`src/rtl/clkdiv_pkg.sv`:
```
package clkdiv_pkg;

    localparam int RATIO_W   = 12;
    localparam int CODE_MAXW = 6;
    localparam int BUSY_BIT_A = 3;
    localparam int BUSY_BIT_B = 4;

    typedef logic [RATIO_W-1:0] ratio_t;

    typedef enum logic [1:0] {
        RA_STATUS  = 2'd0,
        RA_DIVISOR = 2'd1,
        RA_ENABLE  = 2'd2,
        RA_SPARE   = 2'd3
    } reg_addr_e;

    typedef struct packed {
        ratio_t cnt;
        ratio_t cur;
        logic   gate;
        logic   out;
    } period_state_t;

    // Effective ratio for a divisor code; a zero result wraps to mask+1.
    function automatic ratio_t code_to_ratio(logic [CODE_MAXW-1:0] code,
                                             logic ext, int unsigned div_w);
        ratio_t r;
        if (ext && code[5])
            r = ratio_t'(code[4:0]) << 6;
        else
            r = ratio_t'(code);
        if (r == '0)
            r = ratio_t'(1) << div_w;
        return r;
    endfunction

    function automatic ratio_t high_len(ratio_t r);
        return (r + ratio_t'(1)) >> 1;
    endfunction

endpackage

```
`src/rtl/clkdiv_regs.sv`:
```
module clkdiv_regs
    import clkdiv_pkg::*;
#(
    parameter int DIV_W  = 5,
    parameter int DATA_W = 8,
    parameter int EN_BIT = 0
) (
    input  logic              clk,
    input  logic              rst,
    input  logic              wr,
    input  logic [1:0]        addr,
    input  logic [DATA_W-1:0] wdata,
    input  logic              swap,
    output logic [DATA_W-1:0] rdata,
    output logic              busy,
    output ratio_t            pend_ratio,
    output logic              en_bit,
    output logic [DIV_W-1:0]  field
);
    localparam logic EXT_MODE = (DIV_W == 6);

    reg_addr_e         sel;
    logic [DATA_W-1:0] en_reg;
    logic [CODE_MAXW-1:0] code_x;
    logic              div_accept;

    always_comb begin
        sel        = reg_addr_e'(addr);
        code_x     = '0;
        code_x[DIV_W-1:0] = wdata[DIV_W-1:0];
        div_accept = wr && (sel == RA_DIVISOR) && !busy;
    end

    always_ff @(posedge clk) begin
        if (rst) begin
            field      <= '0;
            en_reg     <= '0;
            busy       <= 1'b0;
            pend_ratio <= code_to_ratio('0, EXT_MODE, DIV_W);
        end else begin
            if (swap)
                busy <= 1'b0;
            if (div_accept) begin
                field      <= wdata[DIV_W-1:0];
                pend_ratio <= code_to_ratio(code_x, EXT_MODE, DIV_W);
                busy       <= 1'b1;
            end
            if (wr && (sel == RA_ENABLE))
                en_reg <= wdata;
        end
    end

    assign en_bit = en_reg[EN_BIT];

    always_comb begin
        rdata = '0;
        unique case (sel)
            RA_STATUS: begin
                rdata[BUSY_BIT_A] = busy;
                rdata[BUSY_BIT_B] = busy;
            end
            RA_DIVISOR: rdata[DIV_W-1:0] = field;
            RA_ENABLE:  rdata = en_reg;
            default:    rdata = '0;
        endcase
    end
endmodule

```
`src/rtl/clkdiv_period.sv`:
```
module clkdiv_period
    import clkdiv_pkg::*;
#(
    parameter ratio_t INIT_RATIO = 12'd32
) (
    input  logic   clk,
    input  logic   rst,
    input  logic   busy,
    input  ratio_t pend_ratio,
    input  logic   en_bit,
    output logic   swap,
    output logic   at_end,
    output ratio_t cur_ratio,
    output ratio_t cnt,
    output logic   gate_on,
    output logic   clk_out
);
    period_state_t st, st_nx;

    always_comb begin
        at_end      = (st.cnt == st.cur - ratio_t'(1));
        swap        = at_end && busy;
        st_nx.cnt   = at_end ? '0 : st.cnt + ratio_t'(1);
        st_nx.cur   = swap ? pend_ratio : st.cur;
        st_nx.gate  = at_end ? en_bit : st.gate;
        st_nx.out   = st_nx.gate && (st_nx.cnt < high_len(st_nx.cur));
    end

    always_ff @(posedge clk) begin
        if (rst)
            st <= '{cnt: '0, cur: INIT_RATIO, gate: 1'b0, out: 1'b0};
        else
            st <= st_nx;
    end

    assign cur_ratio = st.cur;
    assign cnt       = st.cnt;
    assign gate_on   = st.gate;
    assign clk_out   = st.out;
endmodule

```
`src/rtl/clkdiv_gated.sv`:
```
module clkdiv_gated
    import clkdiv_pkg::*;
#(
    parameter int DIV_W  = 5,
    parameter int EN_BIT = 0
) (
    input  logic       clk,
    input  logic       rst,
    input  logic       reg_wr,
    input  logic [1:0] reg_addr,
    input  logic [7:0] reg_wdata,
    output logic [7:0] reg_rdata,
    output logic       clk_out
);
    localparam int     DATA_W     = 8;
    localparam ratio_t INIT_RATIO = ratio_t'(1) << DIV_W;

    logic             busy_w;
    logic             swap_w;
    logic             en_w;
    logic             at_end_w;
    logic             gate_w;
    ratio_t           pend_w;
    ratio_t           cur_w;
    ratio_t           cnt_w;
    logic [DIV_W-1:0] field_w;

    clkdiv_regs #(.DIV_W(DIV_W), .DATA_W(DATA_W), .EN_BIT(EN_BIT)) u_regs (
        .clk        (clk),
        .rst        (rst),
        .wr         (reg_wr),
        .addr       (reg_addr),
        .wdata      (reg_wdata),
        .swap       (swap_w),
        .rdata      (reg_rdata),
        .busy       (busy_w),
        .pend_ratio (pend_w),
        .en_bit     (en_w),
        .field      (field_w)
    );

    clkdiv_period #(.INIT_RATIO(INIT_RATIO)) u_period (
        .clk        (clk),
        .rst        (rst),
        .busy       (busy_w),
        .pend_ratio (pend_w),
        .en_bit     (en_w),
        .swap       (swap_w),
        .at_end     (at_end_w),
        .cur_ratio  (cur_w),
        .cnt        (cnt_w),
        .gate_on    (gate_w),
        .clk_out    (clk_out)
    );
endmodule

```
`config.mk`:
```
export PLATFORM = sky130hd
export DESIGN_NAME = clkdiv_gated
export DESIGN_NICKNAME = d
export VERILOG_FILES = /design/src/rtl/clkdiv_pkg.sv /design/src/rtl/clkdiv_regs.sv /design/src/rtl/clkdiv_period.sv /design/src/rtl/clkdiv_gated.sv
export SDC_FILE = /design/constraint.sdc
export NUM_CORES = 1
export LEC_CHECK = 0
export CORE_MARGIN = 3
export CORE_UTILIZATION = 40
export CTS_CLUSTER_DIAMETER = 80
export CTS_CLUSTER_SIZE = 20
export DETAILED_ROUTE_END_ITERATION = 6
export HOLD_SLACK_MARGIN = 0.1
export PLACE_DENSITY = 0.65
export SYNTH_ARGS = -nofsm -noshare
export SYNTH_HDL_FRONTEND = slang
export SYNTH_SLANG_ARGS = --single-unit
export TNS_END_PERCENT = 30
```
`constraint.sdc`:
```
create_clock -name clk -period 12.3 [get_ports clk]
set_input_delay 2.46 -clock clk [delete_from_list [all_inputs] [get_ports clk]]
set_output_delay 2.46 -clock clk [all_outputs]
set_load 0.005 [all_outputs]
```
==> qor.csv <==
stage,metric,value,unit
pwr,worst vdd ir,0.0000576,V
logic_synthesis,register area share after synthesis,32.0,%
logic_synthesis,"area leader, netlist",dfxtp_1,
routing,routed len/inst,14.1,µm
place,gpl congestion,0.797,
place,Inst Count DP,450,
critical_path,Max Fanout on Critical Path,17,
clocking,Skew-Pair Late Insertion Delay,0.30,ns
global_routing,initial antenna violation count,0,
critical_path,Worst setup SP type,input port,
routing,DRC viols,0,
clocking,clk buf depth,2,
place,Placement Setup Slack,5.46,ns
global_routing,Congestion Overflow GR,0,
final_layout,share of layout cells above drive strength 1,4.97,%
logic_synthesis,Synthesized Nets,386,
critical_path,R2R depth,18,
run,Max Cap Viol,0,
logic_synthesis,combinational family with the most area after synthesis,simple AND/OR/NAND/NOR gates,
sta,Final setup viols,0,
clocking,CTS Sinks,46,
sta,measured slew at the worst slew-check pin,0.919,ns
sta,"Slew Viols, Final",0,
pwr,Overall Power,0.269,mW
clocking,CTS Root Cell,clkbuf_8,
sta,RSZ-0062 raised after global routing,no,
logic_synthesis,Synth Area in Compound Gates,12.2,%
sta,final worst slack,5.43,ns
logic_synthesis,share of the synthesized area in the top cell type,32.0,%
clocking,CTS tree,built,
final_layout,multi-input logic area,1820,µm²
hold_path,worst hold path type,reg2reg,
clocking,post-cts sizing count,0,
pwr,P per Cell Area,84.3,nW/µm²
logic_synthesis,YS warnings,0,
clocking,cts hold-fix bufs,0,
clocking,H-Tree Depth,2,
floorplan,core area,6870,µm²
sta,Final Skew,0.00868,ns
sta,final hold violations,0,
logic_synthesis,XOR/XNOR Fraction of Synth Area,12.1,%
floorplan,Die Y-Extent,90.8,µm
routing,Vias/cell,5.38,
hold_path,hold path depth,2,
global_routing,vias in the first global route,2273,
logic_synthesis,post-synth cell types,47,
global_routing,pin count of the biggest net entering global routing,47,
logic_synthesis,ys flop type,dfxtp_1,
final_layout,number of diodes,0,
routing,1st-iter DRT viols,143,
place,placed inst area,3110,µm²
sta,maximum clock frequency,146,MHz
logic_synthesis,Post-Synth Simple-Gate Area,29.3,%
place,PortBufs,21,
routing,DRT Wirelength,6.44,mm
logic_synthesis,post-synthesis cell area,2870,µm²
floorplan,# rows,30,
final_layout,final net count,391,
final_layout,post-layout instance area,3190,µm²
sta,Setup TNS,0,ns
final_layout,Final Non-Filler Cells,458,
routing,via total after detailed routing,2463,
logic_synthesis,adder-cell share of the synthesized area,7.40,%
critical_path,Critical Path AT,4.41,ns
floorplan,initial core utilization,41.8,%
clocking,post-CTS setup buffers,0,
routing,Routed Antenna Nets,0,
sta,fin crit period,6.87,ns
logic_synthesis,Post-synth EDFFs,0,
logic_synthesis,Async SR Flop Fraction,0,%
logic_synthesis,#FFs+latches synth,46,
floorplan,die footprint,8240,µm²
run_status,status,"complete, no violations",
routing,Pre-antenna DRT Iters,4,
pwr,Leak,1.19,nW
critical_path,WS Path Type,in2out,
floorplan,num ports,22,
sta,slew margin rel.,38.7,%
logic_synthesis,synth top area cells,"dfxtp_1 (32%), ha_1 (7.4%), xnor2_1 (7.3%)",
critical_path,CP Capture Type,output pin,
final_layout,Storage cell area,921,µm²
clocking,CTS buffer count,5,
logic_synthesis,Syn Inst Count,356,
place,hpwl dp,4.69,mm
final_layout,Area Growth Syn to Fin,11.1,%
logic_synthesis,"Avg Cell Area, Syn",8.07,µm²
critical_path,Worst Path Required,9.84,ns
clocking,Clock Pin Slew Worst Setup and Hold Paths,0.09,ns
global_routing,first-pass GRT wire length,11.2,mm
final_layout,fill count,688,
global_routing,GRT Util Overall,16.3,%
floorplan,Horiz. Die Dim,90.8,µm
logic_synthesis,mux contribution to synthesized area,2.44,%
sta,final period utilization,55.8,%
-- placed cells by master, fill, tap and decap left out, types with 4 or more instances in the layout --
master           Yosys  layout
dfxtp_1             46      46
nand2_1             40      40
a21oi_1             29      29
nand3_1             28      28
nor2_1              27      27
xnor2_1             24      24
clkdlybuf4s50_1      0      21
nor3_1              18      18
ha_1                17      17
xor2_1              13      13
nor2b_1             10      10
and3b_1              6       6
and3_1               6       6
inv_1                5       5
or3_1                5       5
clkbuf_8             0       5
o21ai_0              4       4
mux2i_1              4       4
-- where the power goes --
| group | internal [mW] | switching, mW | total, mW |
|---|---|---|---|
| registers | 0.152 | 0.00354 | 0.155 |
| logic | 0.0106 | 0.0110 | 0.0216 |
| clock network | 0.0402 | 0.0522 | 0.0924 |
-- through the flow --
| stage | utilization [%] | hold slack (ns) |
|---|---|---|
| floorplan | - | 0.432 |
| global placement | 45.2 | 0.440 |
| detailed placement | 45.2 | 0.445 |
| CTS | 46.5 | 0.457 |
| global route | 46.5 | 0.482 |
| finish | 46.5 | 0.452 |
-- path summary, 6_finish.rpt --
path | start | end | slack [ns]
worst max-delay path | reg_addr[0] | reg_rdata[3] | 5.43
worst min-delay path | u_regs.en_reg[7] | u_regs.en_reg[7] | 0.45
worst max register to register | u_period.cur_ratio[3] | u_period.clk_out | 7.20
worst min register to register | u_regs.en_reg[7] | u_regs.en_reg[7] | 0.45
-- Yosys cell counts (3+ instances only) --
cell type	n
dfxtp_1	46
a21oi_1	29
nor3_1	18
clkbuf_1	21
nand2b_1	3
or3_1	5
xor2_1	13
a211o_1	3
mux2i_1	4
nor4_1	3
nor2_1	27
and2_1	3
ha_1	17
nand4_1	3
nand3_1	28
xnor2_1	24
and3b_1	6
o21ai_0	4
inv_1	5
nor2b_1	10
nand2_1	40
a22oi_1	3
and3_1	6
-- worst max-delay path, stage by stage --
cell and delay (ns):
clkdlybuf4s50_1 0.52, inv_1 0.08, ha_1 0.40, a222oi_1 0.41, nor2_1 0.08, clkdlybuf4s50_1 0.45
-- cells by family (layout without fill, tap and decap cells) --
kind of cell | Yosys count | after routing
AND/OR/NAND/NOR | 164 | 164
flip-flops | 46 | 46
adder cells (fa/ha/maj) | 17 | 17
XOR/XNOR | 38 | 38
buffers and inverters | 30 | 36
multiplexers | 6 | 6
AO/OA/AOI/OAI | 55 | 55
-- final cells by class --
cell class,instances,share of cell area (%)
timing repair buffer,23,7.05
clock inverter,2,0.431
inverter,5,0.588
tap,96,3.76
clock buffer,6,2.27
sequential,46,28.8
multi-input combinational,280,57.1
-- per-layer routing --
metal | vias to the layer above | global-route usage, % | wire [µm]
li1 | 1255 | - | -
met1 | 1149 | 24.3 | 3250
met2 | 50 | 24.6 | 2860
met3 | 9 | 2.50 | 256
met4 | 0 | 3.83 | 74
met5 | - | 0 | 0
Note: power is estimated with default switching activity, not from simulation.
